==> src/rtl/baud_tick_pkg.sv <==
package baud_tick_pkg;

   // How the divisor fraction is honoured within a frame.
   typedef enum logic {
      ACC_SPREAD  = 1'b0,
      ACC_UNIFORM = 1'b1
   } acc_mode_e;

   // Smallest bit length the counter can time.
   localparam int unsigned MIN_BIT_LEN = 2;

endpackage

==> src/rtl/baud_ref_step.sv <==
module baud_ref_step #(
   parameter bit HAS_ALT_REF = 1'b1
) (
   input  logic enable,
   input  logic ref_sel,
   input  logic alt_ref_tick,
   output logic step
);

   generate
      if (HAS_ALT_REF) begin : g_alt
         // One count per alternate strobe, or one per system cycle.
         assign step = enable & (ref_sel ? alt_ref_tick : 1'b1);
      end else begin : g_sys
         // Alternate reference not built: select and strobe are ignored.
         logic unused_ref;
         assign unused_ref = ref_sel ^ alt_ref_tick;
         assign step = enable;
      end
   endgenerate

endmodule

==> src/rtl/baud_len_calc.sv <==
module baud_len_calc
   import baud_tick_pkg::*;
#(
   parameter int unsigned INT_W  = 12,
   parameter int unsigned FRAC_W = 4
) (
   input  logic [INT_W-1:0]  div_int,
   input  logic [FRAC_W-1:0] div_frac,
   input  acc_mode_e         mode,
   input  logic [FRAC_W-1:0] acc_q,
   output logic [INT_W:0]    bit_len,
   output logic [FRAC_W-1:0] acc_next
);

   localparam logic [INT_W-1:0] INT_FLOOR = INT_W'(MIN_BIT_LEN);

   logic [INT_W-1:0] int_eff;
   logic [FRAC_W:0]  frac_sum;
   logic             stretch;

   assign int_eff  = (div_int < INT_FLOOR) ? INT_FLOOR : div_int;
   assign frac_sum = {1'b0, acc_q} + {1'b0, div_frac};

   always_comb begin
      if (mode == ACC_UNIFORM) begin
         // Round to nearest once: the top fraction bit is the half point.
         stretch  = div_frac[FRAC_W-1];
         acc_next = '0;
      end else begin
         // Carry out of the accumulator lengthens this bit by one step.
         stretch  = frac_sum[FRAC_W];
         acc_next = frac_sum[FRAC_W-1:0];
      end
      bit_len = {1'b0, int_eff} + {{INT_W{1'b0}}, stretch};
   end

   // the length handed to the counter never drops below two steps
   always_comb begin
      p_len_floor_r6: assert (bit_len >= (INT_W+1)'(MIN_BIT_LEN));
   end

endmodule

==> src/rtl/baud_frac_acc.sv <==
module baud_frac_acc #(
   parameter int unsigned FRAC_W = 4
) (
   input  logic              clk,
   input  logic              rst_n,
   input  logic              clear,
   input  logic              advance,
   input  logic [FRAC_W-1:0] acc_next,
   output logic [FRAC_W-1:0] acc_q
);

   always_ff @(posedge clk or negedge rst_n) begin
      if (!rst_n) begin
         acc_q <= '0;
      end else if (clear) begin
         acc_q <= '0;
      end else if (advance) begin
         acc_q <= acc_next;
      end
   end

   // a frame (re)start leaves the accumulator empty
   p_acc_cleared_r5: assert property (@(posedge clk) disable iff (!rst_n)
      clear |=> (acc_q == '0));

endmodule

==> src/rtl/baud_bit_counter.sv <==
module baud_bit_counter #(
   parameter int unsigned INT_W = 12,
   parameter int unsigned LEN_W = 4
) (
   input  logic             clk,
   input  logic             rst_n,
   input  logic             enable,
   input  logic             step,
   input  logic             start,
   input  logic [LEN_W-1:0] frame_bits,
   input  logic [INT_W:0]   bit_len,
   output logic             bit_end,
   output logic             bit_tick,
   output logic             half_tick
);

   localparam logic [LEN_W-1:0] LAST_BIT = LEN_W'(1);

   logic             active;
   logic [INT_W:0]   cnt;
   logic [LEN_W-1:0] bits_left;
   logic [INT_W:0]   half_pt;
   logic             at_half;

   assign half_pt = bit_len >> 1;
   assign bit_end = active & step & (cnt >= (bit_len - 1'b1));
   assign at_half = active & step & (cnt == (half_pt - 1'b1));

   always_ff @(posedge clk or negedge rst_n) begin
      if (!rst_n) begin
         active    <= 1'b0;
         cnt       <= '0;
         bits_left <= '0;
         bit_tick  <= 1'b0;
         half_tick <= 1'b0;
      end else if (!enable) begin
         active    <= 1'b0;
         cnt       <= '0;
         bits_left <= '0;
         bit_tick  <= 1'b0;
         half_tick <= 1'b0;
      end else if (start) begin
         active    <= (frame_bits != '0);
         cnt       <= '0;
         bits_left <= frame_bits;
         bit_tick  <= 1'b0;
         half_tick <= 1'b0;
      end else begin
         bit_tick  <= bit_end;
         half_tick <= at_half;
         if (bit_end) begin
            cnt       <= '0;
            bits_left <= bits_left - 1'b1;
            if (bits_left == LAST_BIT) begin
               active <= 1'b0;
            end
         end else if (active && step) begin
            cnt <= cnt + 1'b1;
         end
      end
   end

   // the midpoint and the end of a bit never share a cycle
   p_no_overlap_r7: assert property (@(posedge clk) disable iff (!rst_n)
      bit_tick |-> !half_tick);

   // a low enable silences both ticks on the next cycle
   p_gated_quiet_r10: assert property (@(posedge clk) disable iff (!rst_n)
      !enable |=> (!bit_tick && !half_tick));

   // once the frame has run out, no further bit tick appears
   p_idle_quiet_r8: assert property (@(posedge clk) disable iff (!rst_n)
      !active |=> !bit_tick);

   // an accepted start rewinds the step count
   p_restart_r11: assert property (@(posedge clk) disable iff (!rst_n)
      (start && enable) |=> (cnt == '0));

endmodule

==> src/rtl/baud_tick_gen.sv <==
module baud_tick_gen
   import baud_tick_pkg::*;
#(
   parameter int unsigned INT_W       = 12,
   parameter int unsigned FRAC_W      = 4,
   parameter int unsigned LEN_W       = 4,
   parameter bit          HAS_ALT_REF = 1'b1
) (
   input  logic              clk,
   input  logic              rst_n,
   input  logic              enable,
   input  logic              ref_sel,
   input  logic              alt_ref_tick,
   input  logic [INT_W-1:0]  div_int,
   input  logic [FRAC_W-1:0] div_frac,
   input  logic              acc_mode,
   input  logic              frame_start,
   input  logic [LEN_W-1:0]  frame_bits,
   output logic              bit_tick,
   output logic              half_tick
);

   // Elaboration-time parameter checks
   generate
      if (INT_W < 2) begin : g_bad_int_w
         $error("baud_tick_gen: INT_W must be at least 2");
      end
      if (FRAC_W < 1) begin : g_bad_frac_w
         $error("baud_tick_gen: FRAC_W must be at least 1");
      end
      if (LEN_W < 1) begin : g_bad_len_w
         $error("baud_tick_gen: LEN_W must be at least 1");
      end
   endgenerate

   logic              step;
   logic              bit_end;
   logic              acc_clear;
   logic [FRAC_W-1:0] acc_q;
   logic [FRAC_W-1:0] acc_next;
   logic [INT_W:0]    bit_len;
   acc_mode_e         mode;

   assign mode      = acc_mode_e'(acc_mode);
   assign acc_clear = frame_start | ~enable;

   baud_ref_step #(
      .HAS_ALT_REF (HAS_ALT_REF)
   ) u_step (
      .enable       (enable),
      .ref_sel      (ref_sel),
      .alt_ref_tick (alt_ref_tick),
      .step         (step)
   );

   baud_len_calc #(
      .INT_W  (INT_W),
      .FRAC_W (FRAC_W)
   ) u_len (
      .div_int  (div_int),
      .div_frac (div_frac),
      .mode     (mode),
      .acc_q    (acc_q),
      .bit_len  (bit_len),
      .acc_next (acc_next)
   );

   baud_frac_acc #(
      .FRAC_W (FRAC_W)
   ) u_acc (
      .clk      (clk),
      .rst_n    (rst_n),
      .clear    (acc_clear),
      .advance  (bit_end),
      .acc_next (acc_next),
      .acc_q    (acc_q)
   );

   baud_bit_counter #(
      .INT_W (INT_W),
      .LEN_W (LEN_W)
   ) u_cnt (
      .clk        (clk),
      .rst_n      (rst_n),
      .enable     (enable),
      .step       (step),
      .start      (frame_start),
      .frame_bits (frame_bits),
      .bit_len    (bit_len),
      .bit_end    (bit_end),
      .bit_tick   (bit_tick),
      .half_tick  (half_tick)
   );

   // with the strobed reference selected, a bit cannot end without a strobe
   p_strobe_paced_r9: assert property (@(posedge clk) disable iff (!rst_n)
      (HAS_ALT_REF && ref_sel && !alt_ref_tick) |-> !bit_end);

endmodule

==> config.mk <==
export PLATFORM = sky130hd
export DESIGN_NAME = baud_tick_gen
export DESIGN_NICKNAME = d
export VERILOG_FILES = /design/src/rtl/baud_tick_pkg.sv /design/src/rtl/baud_ref_step.sv /design/src/rtl/baud_len_calc.sv /design/src/rtl/baud_frac_acc.sv /design/src/rtl/baud_bit_counter.sv /design/src/rtl/baud_tick_gen.sv
export SDC_FILE = /design/constraint.sdc
export NUM_CORES = 1
export LEC_CHECK = 0
export BUFFER_PORTS_ARGS = -buffer_cell sky130_fd_sc_hd__buf_2
export CORE_MARGIN = 4
export CORE_UTILIZATION = 56
export CTS_BUF_LIST = sky130_fd_sc_hd__clkbuf_4 sky130_fd_sc_hd__clkbuf_8
export DETAILED_ROUTE_END_ITERATION = 10
export PLACE_DENSITY = 0.8
export SLEW_MARGIN = 5
export SYNTH_ARGS = -nofsm -noshare
export SYNTH_HDL_FRONTEND = slang
export SYNTH_SLANG_ARGS = --single-unit
==> constraint.sdc <==
create_clock -name clk -period 4.9 [get_ports clk]
set_input_delay 0.49 -clock clk [delete_from_list [all_inputs] [get_ports clk]]
set_output_delay 0.49 -clock clk [all_outputs]
set_load 0.01 [all_outputs]
==> results.md, run 1 <==
- Result of the run: completed
- Total of max-cap violations: 0
- Startpoint Class: register
- Worst R2R End: u_cnt.cnt[0]$_DFFE_PN0P_
- Number of antenna violations at the first check in global routing: 0
- Kind of path behind the tightest hold check: primary input to asynchronous set/reset pin
- Endpoints failing hold: 0
- Setup CP Type: register to register
- Final setup margin: 98.6 ps
- Die width: 77.2 µm
- Total vias in the final route: 2607
- Clock Skew: 6.08 ps
- Post-DR vias/cell: 5.95
- Worst VDD drop: 0.000111 V
- # nets final: 439
- Pin slew with the least headroom to its limit: 553 ps
- Number of buffers created by CTS: 3
- Longest Clk Path Bufs: 2
- Post-Synth Adder-Cell Area: 0.119
- Net count of the mapped netlist: 380
- DRT Wirelength: 6930 µm
- Main flop type after synthesis: sky130_fd_sc_hd__dfrtp_1
- DIE AREA: 5960 µm²
- Most instantiated cells after synthesis: sky130_fd_sc_hd__nor2_1, sky130_fd_sc_hd__xnor2_1, sky130_fd_sc_hd__nand2_1
- Number of enable-type register cells in the synthesized netlist: 0
- Reg2reg setup slack: 100 ps
- Yosys reg bits: 24
- Die Y-Extent: 77.2 µm
- Mean instance size in the synthesized netlist: 8.17 µm²
- CTS tree: yes
- Post-place setup slack: -240 ps
- Clock root cell: sky130_fd_sc_hd__clkbuf_8
- Clock latency on the worst-skew pair: 270 ps
- Core area: 4500 µm²
- Ports placed on the boundary: 29
- Overall routing resource usage: 0.220
- Share of cells above drive strength 1: 0.290
- Vias in the first global route: 2278
- Clock slew at the register clock pins of the worst setup and hold paths: 90 ps
- Routed len/inst: 15.8 µm
- CP Data Required Time: 5100 ps
- Simple-gate area share of the yosys netlist: 0.274
- Layout overhead on the synthesized area: 22.8%
- Final worst-path cycle share: 0.980
- Mux share of post-synthesis cell area: 0.0159
- Area share of the largest cell type after synthesis: 0.224
- Largest net degree at the start of global routing: 25
- Largest cells by area after synthesis: sky130_fd_sc_hd__dfrtp_1, sky130_fd_sc_hd__ha_1, sky130_fd_sc_hd__xnor2_1
- Synth Area in Compound Gates: 0.145
- Detailed router's first-iteration violation count: 177
- Count of endpoints failing setup in the final report: 0
- Count of buffers inserted at the top-level ports: 28
- Sequential share of the synthesized area: 0.224
- Final Max Tran Viols: 0
- PD cells: 148 nW/µm²
- Launching point of the worst reg2reg path: u_acc.acc_q[0]$_DFFE_PN0P_
- Accumulated negative setup slack: 0 ps
- Data arrival time of the critical path: 5000 ps
- Number of buffers added to fix hold violations after cts: 0
- Highest clock frequency the design can meet: 208 MHz
- DP Wirelength: 5180 µm
- Post-route cell area: 3290 µm²
- Synth Instances: 328
- Number of iterations in the first detailed-routing pass: 7
- Total power: 486 µW
- First-pass GRT wire length: 10800 µm
- ANT cells: 0
- Number of clock sinks: 24
- Highest net fanout along the worst path: 5
- Number of distinct standard cells referenced by the synthesized netlist: 57
- XOR/XNOR share of the synthesized area: 0.169
- Remaining number of nets flagged by the antenna check after routing: 0
- DRC: 0
- Layout fillers: 352
- Async S/R FF share, synth: 1.00
- Worst rel slew slack: 0.630
- Gpl congestion: 0.942
- Number of placement rows: 24
- Count leader, synth: sky130_fd_sc_hd__nor2_1
- Largest family of logic cells by synthesized area: simple AND/OR/NAND/NOR gates
- Endpoint kind of the worst setup timing path: register
- Netlist Area Pre-Place: 2680 µm²
- Leakage power: 0.00145 µW
- Initial cell density of the core: 0.595
- R2R cell count: 24
- Cell taking the most area after synthesis: sky130_fd_sc_hd__dfrtp_1
- Post-placement cell area: 3050 µm²
- Synthesis warning total: 0
- Remaining Overflow, GRT: 0
- Number of H-tree levels: 1
- Min Tclk post-route: 4800 ps
[registers in the layout (all words and copies together), names as in the netlist]
register and count:
u_cnt.cnt 13, u_cnt.active 1, u_acc.acc_q 4, u_cnt.half_tick 1
u_cnt.bits_left 4, u_cnt.bit_tick 1
[how the worst max path moves through the flow]
stage          cells after the start  slack (ps)                    endpoint                       start
2_1_floorplan                     22          50   u_cnt.cnt[10]$_DFFE_PN0P_                  div_int[5]
3_3_place_gp                      25         -20  u_acc.acc_q[0]$_DFFE_PN0P_                 div_frac[0]
3_5_place_dp                      25        -240  u_acc.acc_q[3]$_DFFE_PN0P_                 div_frac[0]
4_1_cts                           24          10  u_acc.acc_q[3]$_DFFE_PN0P_  u_acc.acc_q[0]$_DFFE_PN0P_
5_1_grt                           25         -90    u_cnt.cnt[0]$_DFFE_PN0P_  u_acc.acc_q[0]$_DFFE_PN0P_
6_report                          24         100    u_cnt.cnt[0]$_DFFE_PN0P_  u_acc.acc_q[0]$_DFFE_PN0P_
[layout by cell type (no fill, tap or decap), types with 3 or more instances in the layout]
| cell | netlist | layout |
|---|---|---|
| sky130_fd_sc_hd__a211oi_1 | 6 | 4 |
| sky130_fd_sc_hd__nand3_2 | 0 | 3 |
| sky130_fd_sc_hd__o21ai_0 | 11 | 10 |
| sky130_fd_sc_hd__a31oi_1 | 3 | 3 |
| sky130_fd_sc_hd__ha_2 | 0 | 3 |
| sky130_fd_sc_hd__a21oi_1 | 13 | 11 |
| sky130_fd_sc_hd__xnor2_1 | 30 | 30 |
| sky130_fd_sc_hd__nor3_1 | 8 | 8 |
| sky130_fd_sc_hd__inv_1 | 17 | 17 |
| sky130_fd_sc_hd__dfrtp_1 | 24 | 24 |
| sky130_fd_sc_hd__nor2_2 | 1 | 3 |
| sky130_fd_sc_hd__nor2_1 | 35 | 32 |
| sky130_fd_sc_hd__nand3_1 | 18 | 14 |
| sky130_fd_sc_hd__buf_4 | 0 | 35 |
| sky130_fd_sc_hd__buf_2 | 1 | 28 |
| sky130_fd_sc_hd__clkbuf_8 | 1 | 4 |
| sky130_fd_sc_hd__o21a_1 | 3 | 3 |
| sky130_fd_sc_hd__nand4_1 | 12 | 12 |
| sky130_fd_sc_hd__xor2_1 | 18 | 17 |
| sky130_fd_sc_hd__nor4_1 | 4 | 3 |
| sky130_fd_sc_hd__and4_1 | 4 | 3 |
| sky130_fd_sc_hd__ha_1 | 24 | 20 |
| sky130_fd_sc_hd__nand2_1 | 29 | 27 |
| sky130_fd_sc_hd__nor2b_1 | 6 | 5 |
[worst max-delay path: stages, from the launching register on]
cell and delay (ps):
sky130_fd_sc_hd__dfrtp_1 380, sky130_fd_sc_hd__ha_2 200, sky130_fd_sc_hd__inv_1 50, sky130_fd_sc_hd__fa_2 340, sky130_fd_sc_hd__nor2b_2 130, sky130_fd_sc_hd__o21ai_0 80
sky130_fd_sc_hd__a21oi_1 200, sky130_fd_sc_hd__ha_2 260, sky130_fd_sc_hd__buf_6 120, sky130_fd_sc_hd__and4_4 240, sky130_fd_sc_hd__and4_1 240, sky130_fd_sc_hd__o21ai_2 80
sky130_fd_sc_hd__a211oi_2 260, sky130_fd_sc_hd__and2_4 190, sky130_fd_sc_hd__and2_4 140, sky130_fd_sc_hd__xor2_1 150, sky130_fd_sc_hd__ha_1 260, sky130_fd_sc_hd__nand3_2 100
sky130_fd_sc_hd__nor4_2 50, sky130_fd_sc_hd__o31a_1 310, sky130_fd_sc_hd__o21ai_2 150, sky130_fd_sc_hd__nand2b_1 160, sky130_fd_sc_hd__buf_4 180, sky130_fd_sc_hd__or3_4 330
sky130_fd_sc_hd__a21oi_2 130
[cell families (layout without fill, tap and decap cells)]
family	Yosys count	count (layout)
compound gates	55	55
buf+inv	29	87
fa+ha+maj	25	25
xor+xnor	50	50
simple gates	141	141
flops	24	24
mux	4	4
[per-layer routing]
metal / vias to the layer above / wire, µm / global-route usage / part of all wire
met1: 1249 / 3090 / 0.328 / 0.45
met5: - / 0 / 0 / 0
met4: 0 / 66 / 0.0320 / 0.0095
met3: 8 / 374 / 0.0246 / 0.054
met2: 79 / 3400 / 0.347 / 0.49
li1: 1271 / - / - / -
[report_power, final]
group          internal [µW]  leakage (µW)  switching, µW
clock                   71.8     0.0000288           64.0
combinational           64.9       0.00109           81.9
sequential               201      0.000331           3.05
[repair_timing]
action | in CTS | in global routing
endpoints found under the hold margin | 0 | 0
setup endpoints to repair | 5 | 22
setup buffers | 0 | 7
pin swaps | 0 | 18
resized for setup | 1 | 33
[stage by stage]
step	hold slack, ps	utilization	std cells
6_report	189	0.731	438
3_3_place_gp	501	0.678	427
4_1_cts	211	0.691	431
3_5_place_dp	502	0.678	427
2_1_floorplan	194	-	328
5_1_grt	232	0.731	438
[area by class of cell]
class                   instances  area, µm²  area share
clock buffers                   4       55.1      0.0167
inverters                      17       63.8      0.0194
multi-input cells             275       2060       0.626
flip-flops and latches         24        601       0.182
well taps                      52       65.1      0.0198
repair buffers                 66        445       0.135
Note: power is estimated with default switching activity, not from simulation.
==> inputs of run 2 (changes only) <==
--- a/config.mk
+++ b/config.mk
@@ -7,11 +7,12 @@
 export LEC_CHECK = 0
 export BUFFER_PORTS_ARGS = -buffer_cell sky130_fd_sc_hd__buf_2
 export CORE_MARGIN = 4
-export CORE_UTILIZATION = 56
+export CORE_UTILIZATION = 55
 export CTS_BUF_LIST = sky130_fd_sc_hd__clkbuf_4 sky130_fd_sc_hd__clkbuf_8
 export DETAILED_ROUTE_END_ITERATION = 10
-export PLACE_DENSITY = 0.8
+export PLACE_DENSITY = 0.79
 export SLEW_MARGIN = 5
 export SYNTH_ARGS = -nofsm -noshare
 export SYNTH_HDL_FRONTEND = slang
+export SYNTH_HIERARCHICAL = 1
 export SYNTH_SLANG_ARGS = --single-unit
==> run 2 against run 1 <==
Against the previous run:
- combinational power is 15% lower
- register-to-register slack gained 160 ps
- maximum frequency grew 3.5%
- global-route usage shrank 1.6 points
- setup slack better by 160 ps
- cell area is 13% lower
- critical path depth fell by 2
- highest routed layer unchanged
==> results.md, run 2 <==
- Post-route cell area: 2880 µm² (-13%)
- Gpl congestion: 0.861 (-8.6%)
- Longest Clk Path Bufs: 2 (unchanged)
- FF+latch area: 601 µm² (unchanged)
- Net count of the mapped netlist: 364 (-4.2%)
- Total vias in the final route: 2281 (-13%)
- Area share of the largest cell type after synthesis: 0.235 (+0.0108)
- Synth Instances: 312 (-4.9%)
- Number of buffers created by CTS: 3 (unchanged)
- Final Max Tran Viols: 0 (unchanged)
- Endpoints failing hold: 0 (unchanged)
- Yosys reg bits: 24 (unchanged)
- Highest net fanout along the worst path: 6 (+1)
- Number of H-tree levels: 1 (unchanged)
- Result of the run: completed
- Initial cell density of the core: 0.579 (-0.0159)
- Largest cells by area after synthesis: sky130_fd_sc_hd__dfrtp_1, sky130_fd_sc_hd__ha_1, sky130_fd_sc_hd__xnor2_1
- Layout overhead on the synthesized area: 12.5%
- # nets final: 397 (-9.6%)
- Total of max-cap violations: 0 (unchanged)
- Detailed router's first-iteration violation count: 114 (-36%)
- XOR/XNOR share of the synthesized area: 0.164 (-0.00454)
- Share of cells above drive strength 1: 0.189 (-0.101)
- Final setup margin: 260 ps (+162 ps)
- Post-DR vias/cell: 5.76 (-3.2%)
- Largest net degree at the start of global routing: 25 (unchanged)
- Min Tclk post-route: 4640 ps (-162 ps)
- ANT cells: 0 (unchanged)
- Biggest registers after layout: u_cnt/cnt: 13 flops, u_acc/acc_q: 4 flops, u_cnt/bits_left: 4 flops
- Startpoint Class: register
- Sequential Power Share: 0.441 (+0.022)
- Multi-input gate area: 1850 µm² (-10%)
- Post-Synth Adder-Cell Area: 0.125 (+0.00579)
- R2R cell count: 22 (-8.3%)
- Post-placement cell area: 2780 µm² (-9.0%)
- Most common library cell in the layout ignoring fill and taps: sky130_fd_sc_hd__nor2_1
- Launching point of the worst reg2reg path: u_acc/acc_q[0]$_DFFE_PN0P_
- Simple-gate area share of the yosys netlist: 0.289 (+0.0152)
- Die width: 76.2 µm (-1.3%)
- Overall routing resource usage: 0.204 (-0.0157)
- Combinational power share: 0.270 (-0.032)
- Number of iterations in the first detailed-routing pass: 4 (-3)
- Sequential share of the synthesized area: 0.235 (+0.0108)
- Largest family of logic cells by synthesized area: simple AND/OR/NAND/NOR gates
- Clock latency on the worst-skew pair: 270 ps (about the same)
- Endpoint kind of the worst setup timing path: register
- Vias in the first global route: 2293 (+0.66%)
- Count leader, synth: sky130_fd_sc_hd__nor2_1
- Flip-flop count of the largest register after layout: 13 (unchanged)
- Highest-count cells in the layout ignoring fill and taps: sky130_fd_sc_hd__nor2_1, sky130_fd_sc_hd__buf_2, sky130_fd_sc_hd__xnor2_1
- Async S/R FF share, synth: 1.00 (unchanged)
- Switching share of power: 0.296 (-0.00983)
- Count of buffers inserted at the top-level ports: 28 (unchanged)
- Leakage power: 0.00124 µW (-14%)
- Mux share of post-synthesis cell area: 0.0245 (+0.00860)
- Share of the core filled with cells: 0.652 (-0.0792)
- Data arrival time of the critical path: 4800 ps (-200 ps)
- Pin slew with the least headroom to its limit: 563 ps (+9.90 ps)
- Total power: 464 µW (-4.7%)
- Reg2reg setup slack: 260 ps (+160 ps)
- Synth Area in Compound Gates: 0.110 (-0.0351)
- Remaining Overflow, GRT: 0 (unchanged)
- Mean instance size in the synthesized netlist: 8.20 µm² (+0.27%)
- Highest clock frequency the design can meet: 216 MHz (+3.5%)
- Ports placed on the boundary: 29 (unchanged)
- Worst rel slew slack: 0.622 (-0.00768)
- Cell taking the most area after synthesis: sky130_fd_sc_hd__dfrtp_1
- PD cells: 161 nW/µm² (+9.1%)
- CTS tree: yes
- Core area: 4410 µm² (-2.0%)
- Clock slew at the register clock pins of the worst setup and hold paths: 80 ps (about the same)
- Largest reg by FF count: u_cnt/cnt
- Final worst-path cycle share: 0.947 (-0.0330)
- Setup CP Type: register to register
- DP Wirelength: 4410 µm (-15%)
- Number of placement rows: 24 (unchanged)
- DIE AREA: 5800 µm² (-2.6%)
- Number of clock sinks: 24 (unchanged)
- Synthesis warning total: 6 (+6)
- DRT Wirelength: 5770 µm (-17%)
- CP Data Required Time: 5060 ps (-40 ps)
- Number of enable-type register cells in the synthesized netlist: 0 (unchanged)
- Main flop type after synthesis: sky130_fd_sc_hd__dfrtp_1
- Remaining number of nets flagged by the antenna check after routing: 0 (unchanged)
- Clock group share of total power: 0.289 (+0.010)
- Post-place setup slack: -51.7 ps (+188 ps)
- Internal Pwr Total: 326 µW (-3.4%)
- DRC: 0 (unchanged)
- Kind of path behind the tightest hold check: primary input to asynchronous set/reset pin
- Routed len/inst: 14.6 µm (-8.0%)
- Net Switching: 137 µW (-7.8%)
- Accumulated negative setup slack: 0 ps (unchanged)
- Count of endpoints failing setup in the final report: 0 (unchanged)
- Clock Skew: 1.91 ps (-4.17 ps)
- Worst R2R End: u_acc/acc_q[3]$_DFFE_PN0P_
- Number of distinct standard cells referenced by the synthesized netlist: 49 (-14%)
- Layout fillers: 367 (+4.3%)
- Number of buffers added to fix hold violations after cts: 0 (unchanged)
- Die Y-Extent: 76.2 µm (-1.3%)
- Worst VDD drop: 0.000147 V (+33%)
- Number of antenna violations at the first check in global routing: 0 (unchanged)
- Most instantiated cells after synthesis: sky130_fd_sc_hd__nor2_1, sky130_fd_sc_hd__xnor2_1, sky130_fd_sc_hd__dfrtp_1, sky130_fd_sc_hd__ha_1, sky130_fd_sc_hd__nand2_1
- First-pass GRT wire length: 10200 µm (-5.5%)
- Clock root cell: sky130_fd_sc_hd__clkbuf_8
- Netlist Area Pre-Place: 2560 µm² (-4.6%)
- Launching instance or port of the critical path: u_acc/acc_q[0]$_DFFE_PN0P_
-- run 2: how the worst max path moves through the flow --
stage | end | slack, ps | cells past startpoint
after floorplan | u_acc/acc_q[0]$_DFFE_PN0P_ | 190 | 24
after global placement | u_cnt/bits_left[1]$_DFFE_PN0P_ | 100 | 23
after detailed placement | u_acc/acc_q[1]$_DFFE_PN0P_ | -50 | 23
after CTS | u_acc/acc_q[1]$_DFFE_PN0P_ | 130 | 22
after global routing | u_acc/acc_q[3]$_DFFE_PN0P_ | -10 | 22
final | u_acc/acc_q[3]$_DFFE_PN0P_ | 260 | 22
-- run 2: final cells by class --
class	instances	share of cell area
multi-input cells	258	0.643
flip-flops and latches	24	0.209
repair buffers	42	0.0857
well taps	52	0.0226
inverters	16	0.0209
clock buffers	4	0.0191
-- run 2: logic make-up after synthesis --
family,Yosys count
DFF,24
adders and majority gates,25
muxes,6
buffers and inverters,30
AOI/OAI and AO/OA,42
and+or+nand+nor,137
xor gates and xnor gates,48
-- run 2: power groups by stage --
stage	combinational, µW	sequential, µW	clock (µW)
3_5_place_dp	121	208	0
6_report	125	204	134
2_1_floorplan	82.2	207	0
5_1_grt	141	205	146
3_3_place_gp	118	208	0
4_1_cts	122	204	139
-- run 2: per-stage QoR --
step	hold WS, ps	cells
floorplan	194	312
global placement	487	390
detailed placement	496	390
CTS	202	394
global route	248	396
finish	198	396
-- run 2: timing repair --
action,CTS,global route
buffers inserted,0,1
gates resized for setup,0,6
setup endpoints to repair,0,20
hold endpoints to repair,0,0
-- run 2: per-layer routing --
metal | vias to the layer above | routed length (µm) | part of all wire | GRT usage
met5 | - | 0 | 0 | 0
met4 | 0 | 72 | 0.012 | 0.0559
met3 | 7 | 277 | 0.048 | 0.0307
met2 | 70 | 2720 | 0.47 | 0.348
met1 | 1048 | 2700 | 0.47 | 0.267
li1 | 1156 | - | - | -
-- run 2: critical path, cell delays in order, from the launching register on --
cell and delay, ps:
sky130_fd_sc_hd__dfrtp_1 360, sky130_fd_sc_hd__ha_1 170, sky130_fd_sc_hd__inv_1 50, sky130_fd_sc_hd__fa_1 370
sky130_fd_sc_hd__nor2b_1 150, sky130_fd_sc_hd__o21ai_0 90, sky130_fd_sc_hd__a21oi_1 140, sky130_fd_sc_hd__ha_1 230
sky130_fd_sc_hd__ha_4 180, sky130_fd_sc_hd__nand3_2 110, sky130_fd_sc_hd__nor3_2 200, sky130_fd_sc_hd__xor2_1 110
sky130_fd_sc_hd__or3_4 440, sky130_fd_sc_hd__nor2_1 140, sky130_fd_sc_hd__nand2_1 80, sky130_fd_sc_hd__xor2_1 170
sky130_fd_sc_hd__ha_1 320, sky130_fd_sc_hd__nand4_1 140, sky130_fd_sc_hd__or3_1 380, sky130_fd_sc_hd__o21ai_2 220
sky130_fd_sc_hd__buf_6 170, sky130_fd_sc_hd__mux2i_1 230, sky130_fd_sc_hd__nor2_1 60
==> inputs of run 3 (changes only) <==
--- a/config.mk
+++ b/config.mk
@@ -5,12 +5,13 @@
 export SDC_FILE = /design/constraint.sdc
 export NUM_CORES = 1
 export LEC_CHECK = 0
+export ABC_AREA = 1
 export BUFFER_PORTS_ARGS = -buffer_cell sky130_fd_sc_hd__buf_2
 export CORE_MARGIN = 4
-export CORE_UTILIZATION = 55
+export CORE_UTILIZATION = 56
 export CTS_BUF_LIST = sky130_fd_sc_hd__clkbuf_4 sky130_fd_sc_hd__clkbuf_8
 export DETAILED_ROUTE_END_ITERATION = 10
-export PLACE_DENSITY = 0.79
+export PLACE_DENSITY = 0.8
 export SLEW_MARGIN = 5
 export SYNTH_ARGS = -nofsm -noshare
 export SYNTH_HDL_FRONTEND = slang
==> run 3 against run 2 <==
Against the previous run:
- non-clock buffer count fell by 13
- die area up 5.1%
- hold slack barely moved
- total power rose by 16%
- clock skew rose by 8.1 ps
- register-to-register slack better by 140 ps
- routed wire length grew 4.5%
- first-iteration DRC count up 15%
==> results.md, run 3 <==
- Result of the run: completed
- Kind of path behind the tightest hold check: primary input to asynchronous set/reset pin
- Endpoint kind of the worst setup timing path: register
- Endpoints failing hold: 0 (unchanged)
- Layout overhead on the synthesized area: 10.9%
- Number of iterations in the first detailed-routing pass: 4 (unchanged)
- Ports placed on the boundary: 29 (unchanged)
- Number of enable-type register cells in the synthesized netlist: 0 (unchanged)
- Worst rel slew slack: 0.633 (+0.0112)
- Mean instance size in the synthesized netlist: 6.68 µm² (-19%)
- Routed len/inst: 11.8 µm (-19%)
- Startpoint Class: register
- Number of antenna violations at the first check in global routing: 0 (unchanged)
- First-pass GRT wire length: 10500 µm (+3.0%)
- Die width: 78.1 µm (+2.5%)
- Final worst-path cycle share: 0.917 (-0.0294)
- Post-place setup slack: 180 ps (+232 ps)
- Core area: 4750 µm² (+7.7%)
- Most common library cell in the layout ignoring fill and taps: sky130_fd_sc_hd__nand2_1
- Setup repair after global routing missed its margin: false
- Number of buffers created by CTS: 3 (unchanged)
- Highest-delay cell along the critical path: sky130_fd_sc_hd__fa_1
- Gpl congestion: 0.872 (+1.3%)
- Main flop type after synthesis: sky130_fd_sc_hd__dfrtp_1
- Detailed router's first-iteration violation count: 131 (+15%)
- Worst VDD drop: 0.000169 V (+14%)
- Remaining Overflow, GRT: 0 (unchanged)
- Clock slew at the register clock pins of the worst setup and hold paths: 90 ps (about the same)
- Count of buffers inserted at the top-level ports: 28 (unchanged)
- DP Wirelength: 4900 µm (+11%)
- Accumulated negative setup slack: 0 ps (unchanged)
- Final setup margin: 404 ps (+144 ps)
- Die Y-Extent: 78.1 µm (+2.5%)
- Highest clock frequency the design can meet: 222 MHz (+3.2%)
- Sum of buffers and inverters on the critical path: 2 (unchanged)
- Area share of the largest cell type after synthesis: 0.218 (-0.0166)
- DRC: 0 (unchanged)
- Net count of the mapped netlist: 464 (+27%)
- # nets final: 497 (+25%)
- Min Tclk post-route: 4500 ps (-144 ps)
- Longest Clk Path Bufs: 2 (unchanged)
- Final Max Tran Viols: 0 (unchanged)
- Number of clock sinks: 24 (unchanged)
- Remaining number of nets flagged by the antenna check after routing: 0 (unchanged)
- CTS tree: yes
- Largest reg by FF count: u_cnt/cnt
- Number of distinct standard cells referenced by the synthesized netlist: 35 (-29%)
- Number of placement rows: 25 (+4.2%)
- CP Data Required Time: 5120 ps (+60 ps)
- PD cells: 177 nW/µm² (+9.6%)
- Total of max-cap violations: 0 (unchanged)
- Cell with the most instances on the worst path: sky130_fd_sc_hd__nand2_1
- ANT cells: 0 (unchanged)
- Yosys reg bits: 24 (unchanged)
- DRT Wirelength: 6030 µm (+4.5%)
- Highest-count cells in the layout ignoring fill and taps: sky130_fd_sc_hd__nand2_1, sky130_fd_sc_hd__nor2_1, sky130_fd_sc_hd__inv_1
- Largest cells by area after synthesis: sky130_fd_sc_hd__dfrtp_1, sky130_fd_sc_hd__nand2_1, sky130_fd_sc_hd__ha_1
- Data arrival time of the critical path: 4710 ps (-90 ps)
- Synth Instances: 412 (+32%)
- Clock Skew: 10.0 ps (+8.11 ps)
- Largest net degree at the start of global routing: 25 (unchanged)
- Synthesis warning total: 6 (unchanged)
- Highest net fanout along the worst path: 8 (+2)
- Family with the most delay on the worst path: simple AND/OR/NAND/NOR gates
- DIE AREA: 6100 µm² (+5.1%)
- Total vias in the final route: 2604 (+14%)
- Async S/R FF share, synth: 1.00 (unchanged)
- Longest individual stage delay on the worst path: 390 ps (-50 ps)
- Setup CP Type: register to register
- Initial cell density of the core: 0.579 (-0.000681)
- Vias in the first global route: 2464 (+7.5%)
- Layout fillers: 446 (+22%)
- Overall routing resource usage: 0.205 (+0.00102)
- Pin slew with the least headroom to its limit: 550 ps (-12.8 ps)
- Post-DR vias/cell: 5.10 (-12%)
- Flip-flop count of the largest register after layout: 13 (unchanged)
- Number of H-tree levels: 1 (unchanged)
- Cell taking the most area after synthesis: sky130_fd_sc_hd__dfrtp_1
- Sequential share of the synthesized area: 0.218 (-0.0166)
- Count of endpoints failing setup in the final report: 0 (unchanged)
- Biggest registers after layout: u_cnt/cnt: 13 flops, u_acc/acc_q: 4 flops, u_cnt/bits_left: 4 flops
- Count leader, synth: sky130_fd_sc_hd__nand2_1
- Leakage power: 0.00168 µW (+35%)
- Most instantiated cells after synthesis: sky130_fd_sc_hd__nand2_1, sky130_fd_sc_hd__nor2_1, sky130_fd_sc_hd__inv_1
- Netlist Area Pre-Place: 2750 µm² (+7.6%)
- Clock root cell: sky130_fd_sc_hd__clkbuf_8
- Share of cells above drive strength 1: 0.160 (-0.0290)
- Clock latency on the worst-skew pair: 270 ps (about the same)
-- run 3: cell count changes after synthesis, moves of 7 or more --
cell                       previous run  this run
sky130_fd_sc_hd__xnor2_1             26         9
sky130_fd_sc_hd__inv_1               16        59
sky130_fd_sc_hd__nand2_1             23        98
sky130_fd_sc_hd__nor3_1              11         4
sky130_fd_sc_hd__nor2b_1              8         0
sky130_fd_sc_hd__nor2_1              35        61
sky130_fd_sc_hd__nand3_1             11        32
sky130_fd_sc_hd__nor4_1               8         1
sky130_fd_sc_hd__clkbuf_1             7         0
-- run 3: logic make-up (layout without fill, tap and decap cells) --
kind of cell    Yosys count  in the layout  synth area share
fa+ha+maj                25             25             0.116
buf+inv                  66             98            0.0928
simple gates            235            235             0.405
xor+xnor                 34             34             0.108
flops                    24             24             0.218
compound gates           28             28            0.0596
-- run 3: path summary, 6_finish.rpt --
path	slack, ps	start	end	cells after the start
min in group clk	500	u_acc/acc_q[0]$_DFFE_PN0P_	u_acc/acc_q[0]$_DFFE_PN0P_	2
worst min-delay path	200	rst_n	u_cnt/cnt[3]$_DFFE_PN0P_	1
worst max-delay path	400	u_acc/acc_q[0]$_DFFE_PN0P_	u_acc/acc_q[1]$_DFFE_PN0P_	30
worst max register to register	400	u_acc/acc_q[0]$_DFFE_PN0P_	u_acc/acc_q[1]$_DFFE_PN0P_	30
max in group asynchronous	4330	rst_n	u_cnt/cnt[9]$_DFFE_PN0P_	1
worst min register to register	500	u_acc/acc_q[0]$_DFFE_PN0P_	u_acc/acc_q[0]$_DFFE_PN0P_	2
-- run 3: routing by layer --
metal  vias up  global-route usage  share of wire
met2        52               0.368           0.51
met4         0              0.0332         0.0022
li1       1370                   -              -
met5         -                   0              0
met1      1180               0.268           0.46
met3         2              0.0252          0.033
-- run 3: worst reg2reg max path, delay by kind of cell, from the launching register on --
kind                     cells  cell delay, ps
AND/OR/NAND/NOR             19            2060
flip-flops                   1             360
adder cells (fa/ha/maj)      5            1280
buffers and inverters        2             180
XOR/XNOR                     2             370
AO/OA/AOI/OAI                2             220
-- run 3: layout make-up --
cell class                 count  area, µm²  area share
multi-input combinational    322       1900       0.624
sequential                    24        601       0.197
inverter                      65        244      0.0800
timing repair buffer          29        148      0.0484
tap                           67       83.8      0.0275
clock buffer                   3       41.3      0.0135
clock inverter                 1       30.0     0.00984
-- run 3: stage by stage --
step | area, µm² | util | instances | total power, µW | hold WS, ps
floorplan | 2750 | - | 412 | 326 | 194
finish | 3050 | 0.642 | 511 | 539 | 198
global placement | 2960 | 0.623 | 506 | 364 | 467
detailed placement | 2960 | 0.623 | 506 | 368 | 470
global route | 3050 | 0.642 | 511 | 577 | 229
CTS | 3040 | 0.638 | 510 | 543 | 206
-- run 3: repair_timing --
action,in CTS,in global routing
endpoints found under the setup margin,0,4
resized for setup,0,2
setup buffers,0,1
hold buffers,0,0
-- run 3: power by group --
part	internal [µW]	switching [µW]	leakage [µW]
logic	58.0	94.0	0.00131
registers	206	7.80	0.000329
clock network	109	63.4	0.0000357
total	374	165	0.00168
